===== config.mk =====
export PLATFORM = sky130hd
export DESIGN_NAME = vec_mem_seq
export DESIGN_NICKNAME = d
export VERILOG_FILES = /design/src/rtl/vms_pkg.sv /design/src/rtl/vms_cfg.sv /design/src/rtl/vms_agen.sv /design/src/rtl/vms_ctrl.sv /design/src/rtl/vec_mem_seq.sv
export SDC_FILE = /design/constraint.sdc
export NUM_CORES = 1
export LEC_CHECK = 0
export BUFFER_PORTS_ARGS = -buffer_cell sky130_fd_sc_hd__buf_2
export CAP_MARGIN = 20
export CORE_ASPECT_RATIO = 1.5
export CORE_MARGIN = 3
export CORE_UTILIZATION = 53
export CTS_BUF_LIST = sky130_fd_sc_hd__clkbuf_4 sky130_fd_sc_hd__clkbuf_8 sky130_fd_sc_hd__clkbuf_16
export DETAILED_ROUTE_END_ITERATION = 10
export PLACE_DENSITY_LB_ADDON = 0.3
export SETUP_SLACK_MARGIN = 0.02
export SYNTH_ARGS = -nofsm -noshare
export SYNTH_HDL_FRONTEND = slang
export SYNTH_SLANG_ARGS = --single-unit

===== constraint.sdc =====
create_clock -name clk -period 4.9 [get_ports clk]
set_input_delay 0.98 -clock clk [delete_from_list [all_inputs] [get_ports clk]]
set_output_delay 0.98 -clock clk [all_outputs]
set_load 0.005 [all_outputs]

===== src/rtl/vms_pkg.sv =====
package vms_pkg;

    typedef enum logic [1:0] {
        SEQ_IDLE = 2'd0,
        SEQ_XFER = 2'd1,
        SEQ_FIN  = 2'd2
    } seq_state_t;

    localparam logic [2:0] MVI_TO_STRIDE = 3'b000;
    localparam logic [2:0] MVI_TO_COUNT  = 3'b001;

endpackage


===== src/rtl/vms_cfg.sv =====
module vms_cfg #(
    parameter int CNTW = 6
) (
    input  logic            clk,
    input  logic            rst_n,
    input  logic            busy,
    input  logic            mvi_valid,
    input  logic [2:0]      mvi_sel,
    input  logic [CNTW-1:0] mvi_amt,
    output logic [CNTW-1:0] stride_q,
    output logic [CNTW-1:0] count_q
);
    import vms_pkg::*;

    typedef struct packed {
        logic [CNTW-1:0] stride;
        logic [CNTW-1:0] count;
    } cfg_t;

    cfg_t cfg_d, cfg_q;

    always_comb begin
        cfg_d = cfg_q;
        if (mvi_valid && !busy) begin
            if (mvi_sel == MVI_TO_STRIDE) cfg_d.stride = mvi_amt;
            else if (mvi_sel == MVI_TO_COUNT) cfg_d.count = mvi_amt;
        end
    end

    always_ff @(posedge clk) begin
        if (!rst_n) cfg_q <= '0;
        else        cfg_q <= cfg_d;
    end

    assign stride_q = cfg_q.stride;
    assign count_q  = cfg_q.count;

    // configuration untouched while a transfer runs
    a_r4_cfg_hold: assert property (@(posedge clk) disable iff (!rst_n)
        busy |=> ($stable(stride_q) && $stable(count_q)));

endmodule


===== src/rtl/vms_agen.sv =====
module vms_agen #(
    parameter int AW   = 16,
    parameter int OFFW = 6,
    parameter int CNTW = 6
) (
    input  logic            clk,
    input  logic            rst_n,
    input  logic            load,
    input  logic            step,
    input  logic [AW-1:0]   base,
    input  logic [OFFW-1:0] offset,
    input  logic [CNTW-1:0] stride,
    output logic [AW-1:0]   addr_q
);
    localparam int OPAD = AW - OFFW - 1;
    localparam int SPAD = AW - CNTW - 1;

    logic [AW-1:0] addr_d;
    logic [AW-1:0] off_word;
    logic [AW-1:0] stride_word;

    assign off_word    = {{OPAD{offset[OFFW-1]}}, offset, 1'b0};
    assign stride_word = {{SPAD{1'b0}}, stride, 1'b0};

    always_comb begin
        addr_d = addr_q;
        if (load)      addr_d = base + off_word;
        else if (step) addr_d = addr_q + stride_word;
    end

    always_ff @(posedge clk) begin
        if (!rst_n) addr_q <= '0;
        else        addr_q <= addr_d;
    end

endmodule


===== src/rtl/vms_ctrl.sv =====
module vms_ctrl #(
    parameter int CNTW = 6,
    parameter int RSW  = 3
) (
    input  logic            clk,
    input  logic            rst_n,
    input  logic            start,
    input  logic            op_store,
    input  logic [RSW-1:0]  vreg_sel,
    input  logic [CNTW-1:0] count,
    input  logic            mem_ready,
    output logic            busy,
    output logic            done,
    output logic            req,
    output logic            store,
    output logic            addr_load,
    output logic            addr_step,
    output logic            elem_we,
    output logic [RSW-1:0]  reg_sel,
    output logic [CNTW-1:0] elem_idx
);
    import vms_pkg::*;

    typedef struct packed {
        seq_state_t      st;
        logic [CNTW-1:0] idx;
        logic [RSW-1:0]  rsel;
        logic            wr;
    } ctrl_t;

    ctrl_t c_d, c_q;
    logic  last_elem;

    assign last_elem = (c_q.idx == count - CNTW'(1));

    always_comb begin
        c_d       = c_q;
        addr_load = 1'b0;
        addr_step = 1'b0;
        elem_we   = 1'b0;
        req       = 1'b0;
        done      = 1'b0;
        unique case (c_q.st)
            SEQ_IDLE: begin
                if (start) begin
                    c_d.rsel  = vreg_sel;
                    c_d.wr    = op_store;
                    c_d.idx   = '0;
                    addr_load = 1'b1;
                    c_d.st    = (count == '0) ? SEQ_FIN : SEQ_XFER;
                end
            end
            SEQ_XFER: begin
                req = 1'b1;
                if (mem_ready) begin
                    elem_we   = !c_q.wr;
                    addr_step = 1'b1;
                    if (last_elem) c_d.st = SEQ_FIN;
                    else           c_d.idx = c_q.idx + CNTW'(1);
                end
            end
            SEQ_FIN: begin
                done   = 1'b1;
                c_d.st = SEQ_IDLE;
            end
            default: c_d.st = SEQ_IDLE;
        endcase
    end

    always_ff @(posedge clk) begin
        if (!rst_n) c_q <= '{st: SEQ_IDLE, idx: '0, rsel: '0, wr: 1'b0};
        else        c_q <= c_d;
    end

    assign busy     = (c_q.st != SEQ_IDLE);
    assign store    = c_q.wr;
    assign reg_sel  = c_q.rsel;
    assign elem_idx = c_q.idx;

    // zero count goes straight to completion without a request
    a_r3_zero_count: assert property (@(posedge clk) disable iff (!rst_n)
        (!busy && start && count == '0) |=> (done && !req));

    // done lasts a single cycle
    a_r8_done_pulse: assert property (@(posedge clk) disable iff (!rst_n)
        done |=> !done);

    // a start while busy does not retarget the transfer
    a_r8_start_ignored: assert property (@(posedge clk) disable iff (!rst_n)
        (busy && !done) |=> ($stable(reg_sel) && $stable(store)));

    // element writes only for loads, only on a completed access
    a_r5_write_on_ready: assert property (@(posedge clk) disable iff (!rst_n)
        elem_we |-> (mem_ready && req && !store));

endmodule


===== src/rtl/vec_mem_seq.sv =====
module vec_mem_seq #(
    parameter int AW   = 16,
    parameter int DW   = 16,
    parameter int OFFW = 6,
    parameter int CNTW = 6,
    parameter int NREG = 8
) (
    input  logic                     clk,
    input  logic                     rst_n,
    input  logic                     mvi_valid,
    input  logic [2:0]               mvi_sel,
    input  logic [CNTW-1:0]          mvi_amt,
    input  logic                     start,
    input  logic                     op_store,
    input  logic [AW-1:0]            base_addr,
    input  logic [OFFW-1:0]          offset,
    input  logic [$clog2(NREG)-1:0]  vreg_sel,
    output logic                     busy,
    output logic                     done,
    output logic                     mem_en,
    output logic                     mem_we,
    output logic [AW-1:0]            mem_addr,
    output logic [DW-1:0]            mem_wdata,
    input  logic [DW-1:0]            mem_rdata,
    input  logic                     mem_ready,
    output logic [$clog2(NREG)-1:0]  vrf_reg,
    output logic [CNTW-1:0]          vrf_idx,
    output logic                     vrf_we,
    output logic [DW-1:0]            vrf_wdata,
    input  logic [DW-1:0]            vrf_rdata
);
    localparam int RSW = $clog2(NREG);

    logic [CNTW-1:0] stride_q;
    logic [CNTW-1:0] count_q;
    logic            addr_load;
    logic            addr_step;
    logic            req;
    logic            store;

    vms_cfg #(.CNTW(CNTW)) u_cfg (
        .clk       (clk),
        .rst_n     (rst_n),
        .busy      (busy),
        .mvi_valid (mvi_valid),
        .mvi_sel   (mvi_sel),
        .mvi_amt   (mvi_amt),
        .stride_q  (stride_q),
        .count_q   (count_q)
    );

    vms_agen #(.AW(AW), .OFFW(OFFW), .CNTW(CNTW)) u_agen (
        .clk    (clk),
        .rst_n  (rst_n),
        .load   (addr_load),
        .step   (addr_step),
        .base   (base_addr),
        .offset (offset),
        .stride (stride_q),
        .addr_q (mem_addr)
    );

    vms_ctrl #(.CNTW(CNTW), .RSW(RSW)) u_ctrl (
        .clk       (clk),
        .rst_n     (rst_n),
        .start     (start),
        .op_store  (op_store),
        .vreg_sel  (vreg_sel),
        .count     (count_q),
        .mem_ready (mem_ready),
        .busy      (busy),
        .done      (done),
        .req       (req),
        .store     (store),
        .addr_load (addr_load),
        .addr_step (addr_step),
        .elem_we   (vrf_we),
        .reg_sel   (vrf_reg),
        .elem_idx  (vrf_idx)
    );

    assign mem_en    = req;
    assign mem_we    = req && store;
    assign mem_wdata = vrf_rdata;
    assign vrf_wdata = mem_rdata;

    // request held steady until the memory answers
    a_r7_req_stable: assert property (@(posedge clk) disable iff (!rst_n)
        (mem_en && !mem_ready) |=> (mem_en && $stable(mem_addr) && $stable(mem_we)));

    // a completed non-final element advances the address by the stride
    a_r2_stride_step: assert property (@(posedge clk) disable iff (!rst_n)
        (mem_en && mem_ready && !(vrf_idx == count_q - CNTW'(1)))
        |=> (mem_addr == $past(mem_addr) + AW'({stride_q, 1'b0})));

    // nothing requested out of idle
    a_r9_idle_quiet: assert property (@(posedge clk) disable iff (!rst_n)
        !busy |-> (!mem_en && !vrf_we));

endmodule


* Word level (Yosys, flattened, before mapping)
Cells that the tools add are included.
** Storage, ports and cells
- Output and inout port bits :: 62
- Input bits :: 72
- Register bits :: 40
- Logic and storage cells :: 52
** Operators by class
- Bitwise operators :: 1
- Add/sub/neg operators :: 4
- Multiplexer cells :: 17
- Reductions and logical operators :: 15
- Eq/ne operators :: 8
** Operator list (count)
- 2-to-1 mux 16 bit :: 2
- adder 16 bit :: 1
- adder 16 x 7 -> 16 bit :: 1
- 2-to-1 mux 12 bit :: 1
- case mux 6 bit (2 select lines) :: 1
- 2-to-1 mux 1 bit :: 8
- 2-to-1 mux 8 bit :: 1
- adder 6 x 1 -> 6 bit, second input constant :: 1
- == test 6 bit :: 1
- logical NOT 6 bit :: 1
- 2-to-1 mux 6 bit :: 1
- != test 2 bit, second input constant :: 3
- AND reduction 3 bit :: 2
- nonzero test 2 bit :: 3
- subtractor 6 x 1 -> 6 bit, second input constant :: 1
- 2-to-1 mux 2 bit :: 2
- case mux 2 bit (2 select lines) :: 1
- AND reduction 2 bit :: 2
- AND reduction 4 bit :: 1
- == test 3 x 1 -> 1 bit, second input constant :: 1
- logical NOT 3 bit :: 1
- == test 2 x 1 -> 1 bit, second input constant :: 1
- == test 2 bit, second input constant :: 1
- logical AND 1 bit :: 2
- 4 further kinds :: 5

* Depth between registers and ports, before layout
- Depth after elaboration :: 5
- Depth in mapped cells :: 9
- Gate-level depth less buffers :: 9

* Modules after synthesis
A second synthesis with hierarchy kept.
** Second synthesis, totals
- Cell total of the unflattened synthesis :: 399
- Area total of the unflattened synthesis :: 3301.9 um^2
** By module, submodules not included
- vms_agen :: sequential area each 320.3 um^2, instances 1, cells an instance 225, area an instance 1798.0 um^2
- vms_ctrl :: sequential area each 240.2 um^2, instances 1, cells an instance 93, area an instance 770.7 um^2
- vms_cfg :: sequential area each 240.2 um^2, instances 1, cells an instance 48, area an instance 486.7 um^2
- vec_mem_seq :: sequential area each 0.0 um^2, instances 1, cells an instance 33, area an instance 246.5 um^2

* Worst setup path after synthesis
Ideal clock, no wire load.
- Path type :: in2reg
- Start point :: input offset[0]
- End point :: register u_agen.addr_q[13]
- Arrival :: 2.393 ns
- Data required time :: 4.776 ns
- Setup time :: 0.124 ns
- Buffers on the path :: 0
- Stages on the path :: 9
- Setup slack :: 2.383 ns
- Path through :: ha_1 -> inv_1 -> fa_1 -> nand2b_1 -> a21oi_1 -> o21ai_1 -> o21ai_1 -> xnor2_1 -> o22ai_1
** Between the ends
- Longest elaborated chain between the ends :: 2
** Ends and longest elaborated chain
- from (decl) :: RTL line vec_mem_seq.sv:16 : input logic [OFFW-1:0] offset,
- adder 16 bit :: RTL line vms_agen.sv:27 : if (load) addr_d = base + off_word;
- 2-to-1 mux 16 bit :: RTL line vms_agen.sv:27
- to (signal assigned) :: RTL line vms_agen.sv:33 : else addr_q <= addr_d;
- to (decl) :: RTL line vms_agen.sv:13 : output logic [AW-1:0] addr_q
Every way passes these cells.
A chain may end at the register's enable or synchronous reset.

* Worst setup path after layout
- Start point :: input mem_ready
- End point :: output vrf_we
** Between the ends
- Longest elaborated chain between the ends :: 2
** Ends and longest elaborated chain
- from (decl) :: RTL line vec_mem_seq.sv:25 : input logic mem_ready,
- 2-to-1 mux 1 bit :: RTL line vms_ctrl.sv:55 : if (mem_ready) begin
- 2-to-1 mux 1 bit :: RTL line vms_ctrl.sv:43 : unique case (c_q.st)
- to (decl) :: RTL line vec_mem_seq.sv:28 : output logic vrf_we,
Every way passes these cells.

==> impl_metrics.env <==
export IMPL_post_cts_buffers=0
export IMPL_portBuffers=69
export IMPL_r2r_end="u_agen.addr_q[13]$_SDFFE_PN0P_"
export IMPL_synth_compound_area_share_pct=19.8
export IMPL_worst_pin_slew_ps=880
export IMPL_fmax_mhz=352
export IMPL_ir_drop_uv=130
export IMPL_hold_buffers=0
export IMPL_hold_end="u_ctrl.reg_sel[1]$_SDFFE_PN0P_"
export IMPL_leakagePower_nw=1.65
export IMPL_grt_pass1_wl_mm=12.1
export IMPL_total_power_mw=0.861
export IMPL_clkSinkCount=40
export IMPL_syn_nets=486
export IMPL_crit_fanout=11
export IMPL_ys_async_sr_fraction_pct=0
export IMPL_ioPinCount=134
export IMPL_crit_type="in2out"
export IMPL_min_from="u_ctrl.reg_sel[1]$_SDFFE_PN0P_"
export IMPL_timing_hold_ws_ps=456
export IMPL_r2r_start="u_agen.addr_q[1]$_SDFFE_PN0P_"
export IMPL_antennaDiodeCount=0
export IMPL_cellPowerDensity_nw_per_um2=256
export IMPL_max_cap_viol_count=0
export IMPL_setup_viol=0
export IMPL_grt_max_degree=30
export IMPL_postSynthCellCount=389
export IMPL_finalSetupTns_ps=0
export IMPL_layout_common_cells="69 x buf_2, 40 x dfxtp_1, 38 x nor2_1"
export IMPL_netlist_area_um2=3170
export IMPL_cp_cell_sequence="buf_2 -> nand3b_1 -> nor2_1 -> buf_2"
export IMPL_yosys_warnings=0
export IMPL_clock_root_buffer="clkbuf_8"
export IMPL_cts_resized=0
export IMPL_finalMaxSlewViolations=0
export IMPL_ant_nets=0
export IMPL_fin_crit_ps=2840
export IMPL_grt_pass1_vias=2671
export IMPL_hold_viol_final=0
export IMPL_cts_inserted_buffers=5
export IMPL_dieArea_um2=6970
export IMPL_crit_start="mem_ready"
export IMPL_die_x_um=69.2
export IMPL_antenna_found_initial=0
export IMPL_grt_overflow_total=0
export IMPL_via_per_inst=5.68
export IMPL_synth_top_family_by_area="compound AO/OA/AOI/OAI gates"
export IMPL_core_area_um2=5620
export IMPL_ys_seq_area_share_pct=25.3
export IMPL_routed_wirelength_mm=7.21
export IMPL_fin_nets=509
export IMPL_skew_ps=7.72
export IMPL_vias=2743
export IMPL_cts_tree="built"
export IMPL_start_util_pct=56.5
export IMPL_gp_congestion=0.851
export IMPL_ff2ff_path_depth=9
export IMPL_fin_ws_ps=2060
export IMPL_worst_path_max_delay_cell="nand3b_1"
export IMPL_synth_simple_area_share_pct=18.7
export IMPL_dp_cells=475
export IMPL_synth_mux_area_share_pct=5.09
export IMPL_ys_ff_latch=40
export IMPL_insertion_delay_ps=300
export IMPL_area_delta_synth_final_pct=5.88
export IMPL_yosys_area_top_type="dfxtp_1"
export IMPL_min_path_type="reg2reg"
export IMPL_worst_setup_path_end_kind="output port"
export IMPL_avgRoutedWirePerCell_um=14.9
export IMPL_synth_edf_count=0
export IMPL_fin_crit_sh_pct=58.0
export IMPL_critPathLaunchType="input pin"
export IMPL_rsz0062_at_grt="no"
export IMPL_path_common_cell="buf_2"
export IMPL_path_clk_slew_ps=70
export IMPL_dominantRegCellSynth="dfxtp_1"
export IMPL_place_ws_ps=2030
export IMPL_regToRegSetupSlack_ps=2740
export IMPL_syn_avg_cell_area_um2=8.15
export IMPL_drt_iter0_drc=86
export IMPL_dp_final_hpwl_mm=5.72
export IMPL_h_tree_depth=2
export IMPL_synth_xor_area_share_pct=7.73
export IMPL_die_h_um=101
export IMPL_min_path_cells=2
export IMPL_final_common_cell="buf_2"
export IMPL_drc=0
export IMPL_synth_cell_types=56
export IMPL_synth_top_area_share_pct=25.3
export IMPL_nFillCells=540
export IMPL_final_cells=483
export IMPL_synth_adder_area_share_pct=10.3
export IMPL_cp_slowest_stage_delay_ps=370
export IMPL_ys_top_cells_by_area="dfxtp_1 25%, buf_4 9.9%, ha_1 9.1%"
export IMPL_status="finished, final reports clean"
export IMPL_max_clock_path_buffers=2
export IMPL_drive_gt1_share_pct=21.1
export IMPL_num_rows=33
export IMPL_slew_headroom_pct=41.2
export IMPL_arrival_ps=1860
export IMPL_first_pass_iters=4
export IMPL_gr_usage_all_layers_pct=21.1
export IMPL_crit_required_ps=3920
[cells by family (layout without fill, tap and decap cells)]
logic type / Yosys count / after routing
xor gates and xnor gates: 28 / 28
DFF: 40 / 40
buffers and inverters: 68 / 92
AOI/OAI and AO/OA: 91 / 91
muxes: 16 / 16
and+or+nand+nor: 121 / 121
adders and majority gates: 25 / 25
[per-stage QoR]
step	cell area [µm²]	utilization, %
global route	3360	59.8
floorplan	3170	-
finish	3360	59.8
CTS	3360	59.8
detailed placement	3250	57.8
global placement	3250	57.8
[report_power, final]
part	switching [mW]	internal [mW]	leakage [nW]	total (mW)
combinational	0.122	0.0999	1.27	0.222
clock	0.114	0.157	0.0586	0.271
sequential	0.0217	0.346	0.327	0.368
[worst max-delay path, delay by kind of cell]
kind                   cells  cell delay [ps]
buffers and inverters      2              250
AND/OR/NAND/NOR            2              640
[synth_stat cells (all sizes together), types with 4 or more instances]
cell type,instances
a21oi,27
buf,43
nand3,9
o22ai,5
nand2b,8
o21ai,20
xnor2,19
a311oi,4
dfxtp,40
nand4,7
clkbuf,10
nand2,34
ha,23
inv,15
a211oi,6
o211ai,5
mux2i,15
nor2,39
nor3,5
xor2,9
[registers in the layout, summed over array words and instances, names as in the netlist]
signal / cells
u_ctrl.c_q: 2
u_cfg.stride_q: 6
u_cfg.count_q: 6
u_agen.addr_q: 16
u_ctrl.elem_idx: 6
u_ctrl.reg_sel: 3
u_ctrl.store: 1
[how the worst max path moves through the flow]
stage	end	depth (start not counted)
5_1_grt	vrf_we	4
6_report	vrf_we	4
3_5_place_dp	vrf_we	4
2_1_floorplan	u_agen.addr_q[13]$_SDFFE_PN0P_	9
3_3_place_gp	vrf_we	4
4_1_cts	vrf_we	4
[per-layer routing]
layer	vias to the layer above	track usage [%]	part of all wire (%)
met5	-	0	0
met4	0	9.62	2.6
met3	24	3.29	4.9
met2	87	40.4	54
met1	1248	22.2	39
li1	1384	-	-
[area by class of cell]
cell class / instances / area [µm²] / area share [%]
inverter: 15 / 56.3 / 1.68
tap: 70 / 87.6 / 2.61
multi-input combinational: 281 / 1960 / 58.3
clock buffer: 6 / 76.3 / 2.27
clock inverter: 2 / 35.0 / 1.04
sequential: 40 / 801 / 23.9
timing repair buffer: 69 / 345 / 10.3
Note: power is estimated with default switching activity, not from simulation.
